<file path="src/rtl/uldl_pkg.sv">
package uldl_pkg;
  typedef enum logic [3:0] {
    ST_LISTEN, ST_PRIO, ST_SEND_ID, ST_WAIT_ACK, ST_STREAM,
    ST_CNT_HI, ST_CNT_LO, ST_WAIT_RES, ST_OFF
  } dl_state_e;

  localparam logic [7:0]  RSP_ACK   = 8'h06;
  localparam logic [7:0]  RSP_BAD   = 8'h15;
  localparam logic [7:0]  RSP_OK    = 8'h04;
  localparam logic [31:0] POLL_WORD = 32'h6672_6565;
  localparam int          PTS_W     = 16;
endpackage

</file>
<file path="src/rtl/uldl_word_match.sv">
module uldl_word_match #(
  parameter int                LEN  = 4,
  parameter logic [8*LEN-1:0]  WORD = 32'h6672_6565
) (
  input  logic       clk_i,
  input  logic       rst_ni,
  input  logic       en_i,
  input  logic       valid_i,
  input  logic [7:0] data_i,
  output logic       hit_o
);
  localparam int HW = 8 * (LEN - 1);

  logic [HW-1:0]  hist_q;
  logic [LEN-1:0] eq;
  logic           hit_q;

  // eq[0]: incoming byte vs last char; eq[i+1]: i-th newest history byte
  assign eq[0] = (data_i == WORD[7:0]);
  for (genvar i = 0; i < LEN - 1; i++) begin : g_cmp
    assign eq[i+1] = (hist_q[8*i +: 8] == WORD[8*(i+1) +: 8]);
  end

  always_ff @(posedge clk_i or negedge rst_ni) begin
    if (!rst_ni) begin
      hist_q <= '0;
      hit_q  <= 1'b0;
    end else if (!en_i) begin
      hist_q <= '0;
      hit_q  <= 1'b0;
    end else begin
      hit_q <= valid_i && (&eq);
      if (valid_i) hist_q <= (hist_q << 8) | HW'(data_i);
    end
  end

  assign hit_o = hit_q;

  AST_HIT_FROM_BYTE: assert property (@(posedge clk_i) disable iff (!rst_ni)
    hit_o |-> $past(valid_i && en_i && data_i == WORD[7:0]));
endmodule

</file>
<file path="src/rtl/uldl_timer.sv">
module uldl_timer #(
  parameter int W = 8
) (
  input  logic         clk_i,
  input  logic         rst_ni,
  input  logic         load_i,
  input  logic [W-1:0] val_i,
  output logic         expired_o
);
  logic [W-1:0] cnt_q;
  logic         run_q;

  always_ff @(posedge clk_i or negedge rst_ni) begin
    if (!rst_ni) begin
      cnt_q <= '0;
      run_q <= 1'b0;
    end else if (load_i) begin
      cnt_q <= val_i;
      run_q <= 1'b1;
    end else if (run_q) begin
      if (cnt_q == '0) run_q <= 1'b0;
      else             cnt_q <= cnt_q - 1'b1;
    end
  end

  assign expired_o = run_q && (cnt_q == '0);

  AST_EXPIRE_ONCE: assert property (@(posedge clk_i) disable iff (!rst_ni)
    expired_o && !load_i |=> !expired_o);
endmodule

</file>
<file path="src/rtl/uplink_dl_ctrl.sv">
module uplink_dl_ctrl
  import uldl_pkg::*;
#(
  parameter int AW        = 12,
  parameter int DLY_W     = 8,
  parameter int ACK_TO    = 1000,
  parameter int REC_BYTES = 43
) (
  input  logic             clk_i,
  input  logic             rst_ni,
  input  logic             wake_i,
  input  logic [7:0]       unit_id_i,
  input  logic [DLY_W-1:0] prio_delay_i,
  input  logic             rx_valid_i,
  input  logic [7:0]       rx_data_i,
  input  logic             tx_ready_i,
  output logic             tx_valid_o,
  output logic [7:0]       tx_data_o,
  input  logic [AW-1:0]    last_ptr_i,
  output logic [AW-1:0]    mem_addr_o,
  input  logic [7:0]       mem_rdata_i,
  output logic             log_stop_o,
  output logic             power_off_o
);
  localparam int ACK_W = $clog2(ACK_TO + 1);
  localparam int TMR_W = (ACK_W > DLY_W) ? ACK_W : DLY_W;
  localparam int REC_W = $clog2(REC_BYTES + 1);

  dl_state_e        state_q;
  logic [AW-1:0]    addr_q;
  logic [REC_W-1:0] rec_q;
  logic [PTS_W-1:0] pts_q;
  logic             retry_q;
  logic             stop_q;

  logic             poll_hit, tmr_load, tmr_exp, fire;
  logic [TMR_W-1:0] tmr_val;
  logic             rx_ack, rx_bad, rx_ok;

  uldl_word_match #(.LEN(4), .WORD(POLL_WORD)) i_match (
    .clk_i  (clk_i),
    .rst_ni (rst_ni),
    .en_i   (state_q == ST_LISTEN),
    .valid_i(rx_valid_i),
    .data_i (rx_data_i),
    .hit_o  (poll_hit)
  );

  uldl_timer #(.W(TMR_W)) i_timer (
    .clk_i    (clk_i),
    .rst_ni   (rst_ni),
    .load_i   (tmr_load),
    .val_i    (tmr_val),
    .expired_o(tmr_exp)
  );

  assign rx_ack = rx_valid_i && (rx_data_i == RSP_ACK);
  assign rx_bad = rx_valid_i && (rx_data_i == RSP_BAD);
  assign rx_ok  = rx_valid_i && (rx_data_i == RSP_OK);

  always_comb begin
    tx_valid_o = 1'b0;
    tx_data_o  = 8'h00;
    unique case (state_q)
      ST_SEND_ID: begin tx_valid_o = 1'b1; tx_data_o = unit_id_i;   end
      ST_STREAM:  begin tx_valid_o = 1'b1; tx_data_o = mem_rdata_i; end
      ST_CNT_HI:  begin tx_valid_o = 1'b1; tx_data_o = pts_q[15:8]; end
      ST_CNT_LO:  begin tx_valid_o = 1'b1; tx_data_o = pts_q[7:0];  end
      default:    ;
    endcase
  end

  assign fire = tx_valid_o && tx_ready_i;

  // one timer serves both the contention delay and the ack window
  always_comb begin
    tmr_load = 1'b0;
    tmr_val  = TMR_W'(prio_delay_i);
    if (state_q == ST_LISTEN && poll_hit) begin
      tmr_load = 1'b1;
    end else if (state_q == ST_SEND_ID && fire) begin
      tmr_load = 1'b1;
      tmr_val  = TMR_W'(ACK_TO);
    end
  end

  always_ff @(posedge clk_i or negedge rst_ni) begin
    if (!rst_ni) begin
      state_q <= ST_LISTEN;
      addr_q  <= '0;
      rec_q   <= '0;
      pts_q   <= '0;
      retry_q <= 1'b0;
      stop_q  <= 1'b0;
    end else begin
      unique case (state_q)
        ST_LISTEN: if (poll_hit) begin
          state_q <= ST_PRIO;
          retry_q <= 1'b0;
        end
        ST_PRIO: if (tmr_exp) state_q <= ST_SEND_ID;
        ST_SEND_ID: if (fire) state_q <= ST_WAIT_ACK;
        ST_WAIT_ACK: begin
          if (rx_ack) begin          // ack wins over a same-cycle expiry
            state_q <= ST_STREAM;
            stop_q  <= 1'b1;
            addr_q  <= '0;
            rec_q   <= '0;
            pts_q   <= '0;
          end else if (tmr_exp) begin
            if (retry_q) state_q <= ST_LISTEN;
            else begin
              state_q <= ST_SEND_ID;
              retry_q <= 1'b1;
            end
          end
        end
        ST_STREAM: if (fire) begin
          if (rec_q == REC_W'(REC_BYTES - 1)) begin
            rec_q <= '0;
            pts_q <= pts_q + 1'b1;
          end else begin
            rec_q <= rec_q + 1'b1;
          end
          if (addr_q == last_ptr_i) state_q <= ST_CNT_HI;
          else                      addr_q  <= addr_q + 1'b1;
        end
        ST_CNT_HI: if (fire) state_q <= ST_CNT_LO;
        ST_CNT_LO: if (fire) state_q <= ST_WAIT_RES;
        ST_WAIT_RES: begin
          if (rx_bad) begin
            state_q <= ST_STREAM;
            addr_q  <= '0;
            rec_q   <= '0;
            pts_q   <= '0;
          end else if (rx_ok) begin
            state_q <= ST_OFF;
          end
        end
        ST_OFF: if (wake_i) begin
          state_q <= ST_LISTEN;
          stop_q  <= 1'b0;
          addr_q  <= '0;
        end
        default: state_q <= ST_LISTEN;
      endcase
    end
  end

  assign mem_addr_o  = addr_q;
  assign log_stop_o  = stop_q;
  assign power_off_o = (state_q == ST_OFF);

  AST_STREAM_STOPPED: assert property (@(posedge clk_i) disable iff (!rst_ni)
    (state_q == ST_STREAM) |-> log_stop_o);
  AST_HOLD_ADDR: assert property (@(posedge clk_i) disable iff (!rst_ni)
    tx_valid_o && !tx_ready_i |=> tx_valid_o && $stable(mem_addr_o));
  AST_HOLD_DATA: assert property (@(posedge clk_i) disable iff (!rst_ni)
    tx_valid_o && !tx_ready_i && state_q != ST_STREAM |=> $stable(tx_data_o));
  AST_ADDR_BOUND: assert property (@(posedge clk_i) disable iff (!rst_ni)
    (state_q == ST_STREAM) |-> mem_addr_o <= last_ptr_i);
  AST_OFF_QUIET: assert property (@(posedge clk_i) disable iff (!rst_ni)
    power_off_o |-> !tx_valid_o);
  AST_ID_AFTER_DELAY: assert property (@(posedge clk_i) disable iff (!rst_ni)
    $rose(state_q == ST_SEND_ID) |-> $past(tmr_exp));
endmodule

</file>
<file path="config.mk">
export PLATFORM = sky130hd
export DESIGN_NAME = uplink_dl_ctrl
export DESIGN_NICKNAME = d
export VERILOG_FILES = /design/src/rtl/uldl_pkg.sv /design/src/rtl/uldl_word_match.sv /design/src/rtl/uldl_timer.sv /design/src/rtl/uplink_dl_ctrl.sv
export SDC_FILE = /design/constraint.sdc
export NUM_CORES = 1
export LEC_CHECK = 0
export CAP_MARGIN = 20
export CORE_ASPECT_RATIO = 1.4
export CORE_UTILIZATION = 52
export CTS_BUF_LIST = sky130_fd_sc_hd__clkbuf_2
export CTS_CLUSTER_SIZE = 8
export DETAILED_ROUTE_END_ITERATION = 7
export GPL_ROUTABILITY_DRIVEN = 0
export PLACE_DENSITY = 0.75
export SKIP_CTS_REPAIR_TIMING = 1
export SLEW_MARGIN = 20
export SYNTH_ARGS = -nofsm -noshare
export SYNTH_HDL_FRONTEND = slang
export SYNTH_SLANG_ARGS = --single-unit
</file>
<file path="constraint.sdc">
create_clock -name clk_i -period 4.7 [get_ports clk_i]
set_input_delay 0.47 -clock clk_i [delete_from_list [all_inputs] [get_ports clk_i]]
set_output_delay 0.47 -clock clk_i [all_outputs]
set_load 0.02 [all_outputs]
</file>
; ---- After elaboration in Yosys (flattened, before gate mapping)
; Index checks and enable logic that the tools add are counted.
[totals]
register_bits = 76
inputBits = 49
output_inout_bits = 23
word_cells = 126
[classes]
addsub = 4
eq_ne = 35
muxes = 52
bitwise_logic = 1
reduce_logical = 24
[op_table]
columns = op, n
row1 = 2-to-1 mux 16 bit, 4
row2 = 2-to-1 mux 12 bit, 5
row3 = 2-to-1 mux 10 bit, 5
row4 = 2-to-1 mux 24 bit, 2
row5 = 2-to-1 mux 4 bit, 12
row6 = case mux 12 bit (4 select lines), 1
row7 = case mux 16 bit (3 select lines), 1
row8 = case mux 4 bit (9 select lines), 1
row9 = "equality test 8 x 7 -> 1 bit, second input constant", 4
row10 = case mux 8 bit (4 select lines), 1
row11 = "!= test 2 bit, second input constant", 13
row12 = 2-to-1 mux 6 bit, 4
row13 = OR 24 x 8 -> 24 bit, 1
row14 = case mux 6 bit (3 select lines), 1
row15 = "adder 16 x 1 -> 16 bit, second input constant", 1
row16 = "equality test 4 x 3 -> 1 bit, second input constant", 4
row17 = "equality test 8 x 3 -> 1 bit, second input constant", 2
row18 = "adder 12 x 1 -> 12 bit, second input constant", 1
row19 = equality test 12 bit, 1
row20 = 2-to-1 mux 1 bit, 12
row21 = AND reduction 4 bit, 3
row22 = zero test 10 bit, 1
row23 = AND reduction 10 bit, 1
row24 = "subtractor 10 x 1 -> 10 bit, second input constant", 1
row25 = other kinds (21), 34

; ---- Longest topological paths before layout
[depth]
ltp_word = 9
depth_mapped = 9
depth_no_buf = 8

; ---- Hierarchy
; From an unflattened synthesis, not the netlist that was laid out.
[unflattened]
cells_unflattened = 493
hier_area_um2 = 4775.8
[by_module_without_submodules]
columns = mod, n_inst, cells_each, area_per_inst_um2, seq_area_each_um2
row1 = uplink_dl_ctrl, 1, 332, 2940.3, 1001.0
row2 = uldl_word_match, 1, 90, 1161.1, 625.6
row3 = uldl_timer, 1, 71, 674.4, 275.3

; ---- Least setup slack after synthesis
; Ideal clock, no wire load.
[synth_path]
kind = input -> register
startpoint = input port rx_valid_i
endpoint = register addr_q[10] (netlist: mem_addr_o[10])
setup_ps = 66
t_arrival_ps = 2180
t_required_ps = 4634
path_slack_ps = 2454
cell_stages = 7
path_buffers = 1
cell_sequence = buf_2 nand4bb_4 nor4_4 or2_2 nand3_4 or4_1 nand2_1
[synth_between]
elab_chain_cells = 3
word_cells_on_any_way = 5
classes_between = eq/ne: 2 / reduce/logical: 3
[synth_rtl]
columns = item, line
row1 = start: declaration, uplink_dl_ctrl.sv:14  ; input logic rx_valid_i,
row2 = "logical AND 1 bit, on equally long branches", "uplink_dl_ctrl.sv:58, uplink_dl_ctrl.sv:57"
row3 = != test 2 bit (no line), --
row4 = AND reduction 6 bit (no line) (*), --
row5 = end signal: assignment, uplink_dl_ctrl.sv:126  ; else addr_q <= addr_q + 1'b1;
row6 = end: declaration, uplink_dl_ctrl.sv:30  ; logic [AW-1:0] addr_q;
; Mark *: on every way between the ends. The rest lies on a longest branch, timed or not.
; A chain may end at the register's enable or synchronous reset.

; ---- Worst setup path in the final report
[layout_path]
startpoint = register state_q[0]
endpoint = output port tx_data_o[6]
[layout_between]
elab_chain_cells = 2
word_cells_on_any_way = 5
classes_between = eq/ne: 4 / mux: 1
[layout_rtl]
columns = item, line
row1 = start: declaration, uplink_dl_ctrl.sv:29  ; dl_state_e state_q;
row2 = start signal: assignment, uplink_dl_ctrl.sv:89  ; state_q <= ST_LISTEN;
row3 = start signal: assignment, uplink_dl_ctrl.sv:98  ; state_q <= ST_PRIO;
row4 = start signal: assignment, uplink_dl_ctrl.sv:101  ; ST_PRIO: if (tmr_exp) state_q <= ST_SEND_ID;
row5 = equality test 4 x 3 -> 1 bit / equality test 4 x 2 -> 1 bit (equally long branches), uplink_dl_ctrl.sv:64  ; unique case (state_q)
row6 = case mux 8 bit (4 select lines) (*), uplink_dl_ctrl.sv:64
row7 = end: declaration, uplink_dl_ctrl.sv:18  ; output logic [7:0] tx_data_o,
; Marked as above.

==> impl_metrics.ini <==
[clock_network]
cts_inserted_buffers = 9
cts_max_path_buffers = 2
clock_latency_ns = 0.56
cts_tree = done
cts.sinks = 76
htree_num_levels = 3
clkSlewWorstSetupHoldPaths_ns = 0.22
cts-root-buf = clkbuf_2

[yosys]
ys_warn_count = 0
synth_area_leader_cell = dfrtp_1
synth-seq-cells = 76
synth_cells = 468
yosys-top-cells-count = dfrtp_1, nor2_1, nand2_1
synth-async-reset-ratio_pct = 100
synth-edff-count = 0
synth_fp_nets = 523
synth.area.top_cells = dfrtp_1, mux2i_1, nor2_1, xor2_1, o21ai_0
synth_top_area_share_pct = 42.5
yosysMostFrequentCell = dfrtp_1
yosysSeqAreaShare_pct = 42.5
synth.avg_cell_area_um2 = 9.55
netlist_area_mm2 = 0.00447
synth_cell_types = 66
synth_ff_type = dfrtp_1

[finish]
multiInputGateArea_mm2 = 0.00243
ff_latch_area_mm2 = 0.00190
nNetsFinal = 585
drive_above_1_share_pct = 7.48
area_delta_synth_final_pct = 18.9
fillCellCount = 720

[setup_path]
path_max_fanout = 16
max_stage_delay_ns = 1.00
endpoint_kind = output pin
cp.required_ns = 4.23
critPathBufInv = 1
path_depth = 4
arrival_ns = 3.16
critPathTopFamily = simple AND/OR/NAND/NOR gates
cp-start-kind = register
critPathKind = register to output pin
path_cells = nor4b_4 -> a22oi_1 -> o21ai_0 -> clkdlybuf4s50_1
reg2regPathDepth = 6
crit_slowest_cell = nor4b_4

[global_route]
grt_max_degree = 77
grt_use_met2_pct = 42.7
antenna_found_initial = 1
top_usage_layer = met2
grt_first_pass_wirelength_um = 17400
met3_usage_pct = 4.02
met1_usage_pct = 30.4
first_global_vias = 3811
overflow = 0
grtUsageTotal_pct = 25.1

[placement]
place_hpwl_um = 7680
portBuffers = 71
place_worst_setup_slack_ns = 1.47

[routing]
ant_nets = 0
vias_per_cell = 6.01
dr.pass1.iters = 5
wl_um = 10500
drcViolationCount = 0
wl_per_cell_um = 16.5
first_iter_violations = 224
vias = 3836

[sta]
max_freq_mhz = 275
setup_slack_ns = 1.07
tightest_slew_ns = 1.05
rsz0062_at_grt = false
finalSetupViolations = 0
timing.final.crit_share_pct = 77.3
fin_setup_tns_ns = 0
slew_violations = 0
skew_ns = 0.0310
finalHoldViolCount = 0
min_period_ns = 3.63
maxSlewHeadroom_pct = 29.8

[floorplan]
ioPinCount = 72
fp.dieArea_mm2 = 0.00898
die-height_um = 112
fp.dieW_um = 80.4
core_mm2 = 0.00825
rows = 39
start_util_pct = 54.2

[power_and_ir_drop]
p_per_area_mw_per_mm2 = 413
leakage_nw = 2.18
vdd_drop_max_v = 0.000223

[run_status]
status = finished, final reports clean

[min_path]
hold_class = input port to async pin

[flow_run]
cap_viol_max_count = 0
==> per-stage QoR <==
stage	instance area, um2	hold WS, ns	power [mW]	util, %	cells
floorplan	4470	0.174	1.58	-	468
global placement	5230	0.482	1.87	63.4	621
detailed placement	5230	0.491	1.90	63.4	621
CTS	5310	0.0416	2.20	64.4	637
global route	5320	0.102	2.33	64.5	638
finish	5320	0.00149	2.19	64.5	638
==> registers in the layout, summed over array words and instances (netlist names) <==
register and cells:
i_match.hist_q 24, i_match.hit_o 1, i_timer.cnt_q 10, i_timer.run_q 1
log_stop_o 1, mem_addr_o 12, pts_q 16, rec_q 6
retry_q 1, state_q 4
==> placed cells by master, fill, tap and decap left out, types with 5 or more instances in the layout <==
cell type        instances
dfrtp_1                 76
clkdlybuf4s50_1         70
nor2_1                  52
nand2_1                 33
o21ai_0                 28
mux2i_1                 24
xor2_1                  17
a22oi_1                 16
nand3_1                 16
a21oi_1                 15
xnor2_1                 15
nor3_1                  14
inv_1                   13
clkbuf_2                12
nor4_1                   8
o31ai_1                  7
nand4_1                  6
a21o_1                   6
and3_1                   6
ha_1                     6
nor4bb_1                 5
o21a_1                   5
==> metal layers <==
| layer | share of wire [%] | vias up |
|---|---|---|
| li1 | - | 1839 |
| met2 | 52 | 104 |
| met1 | 42 | 1871 |
| met4 | 2.6 | 0 |
| met5 | 0 | - |
| met3 | 3.5 | 22 |
==> power by group <==
part	internal [mW]	leakage, nW	switching (mW)
clock network	0.0757	0.0636	0.228
registers	0.733	1.01	0.136
logic	0.410	1.11	0.611
==> worst reg2reg max path, delay by kind of cell, from the launching register on <==
kind,cells,cell delay (ns)
XOR/XNOR,1,0.16
AO/OA/AOI/OAI,2,0.57
flip-flops,1,0.62
AND/OR/NAND/NOR,3,1.47
==> path summary, 6_finish.rpt <==
kind | from | to | slack [ns]
setup / recovery | state_q[0] | tx_data_o[6] | 1.07
hold / removal | rst_ni | i_timer.cnt_q[0] | 0.001
setup reg to reg | state_q[0] | pts_q[10] | 1.71
hold reg to reg | retry_q | retry_q | 0.53
max in group asynchronous | rst_ni | pts_q[13] | 4.05
min in group clk_i | prio_delay_i[0] | i_timer.cnt_q[0] | 0.43
==> cell type report <==
type                            instances  share of cell area, %
Antenna cell                            1                 0.0471
Timing Repair Buffer                   72                   13.5
Clock inverter                          4                  0.494
Inverter                               13                  0.918
Multi-Input combinational cell        358                   45.8
Tap cell                              102                   2.40
Sequential cell                        76                   35.8
Clock buffer                           12                   1.13
==> logic make-up after synthesis <==
kind of cell | count (synthesis) | synth area share (%)
simple gates | 183 | 23.4
xor+xnor | 32 | 6.27
flops | 76 | 42.5
fa+ha+maj | 6 | 1.68
mux | 25 | 5.63
buf+inv | 34 | 3.02
compound gates | 112 | 17.5
Power figures use the tool's default switching activity.
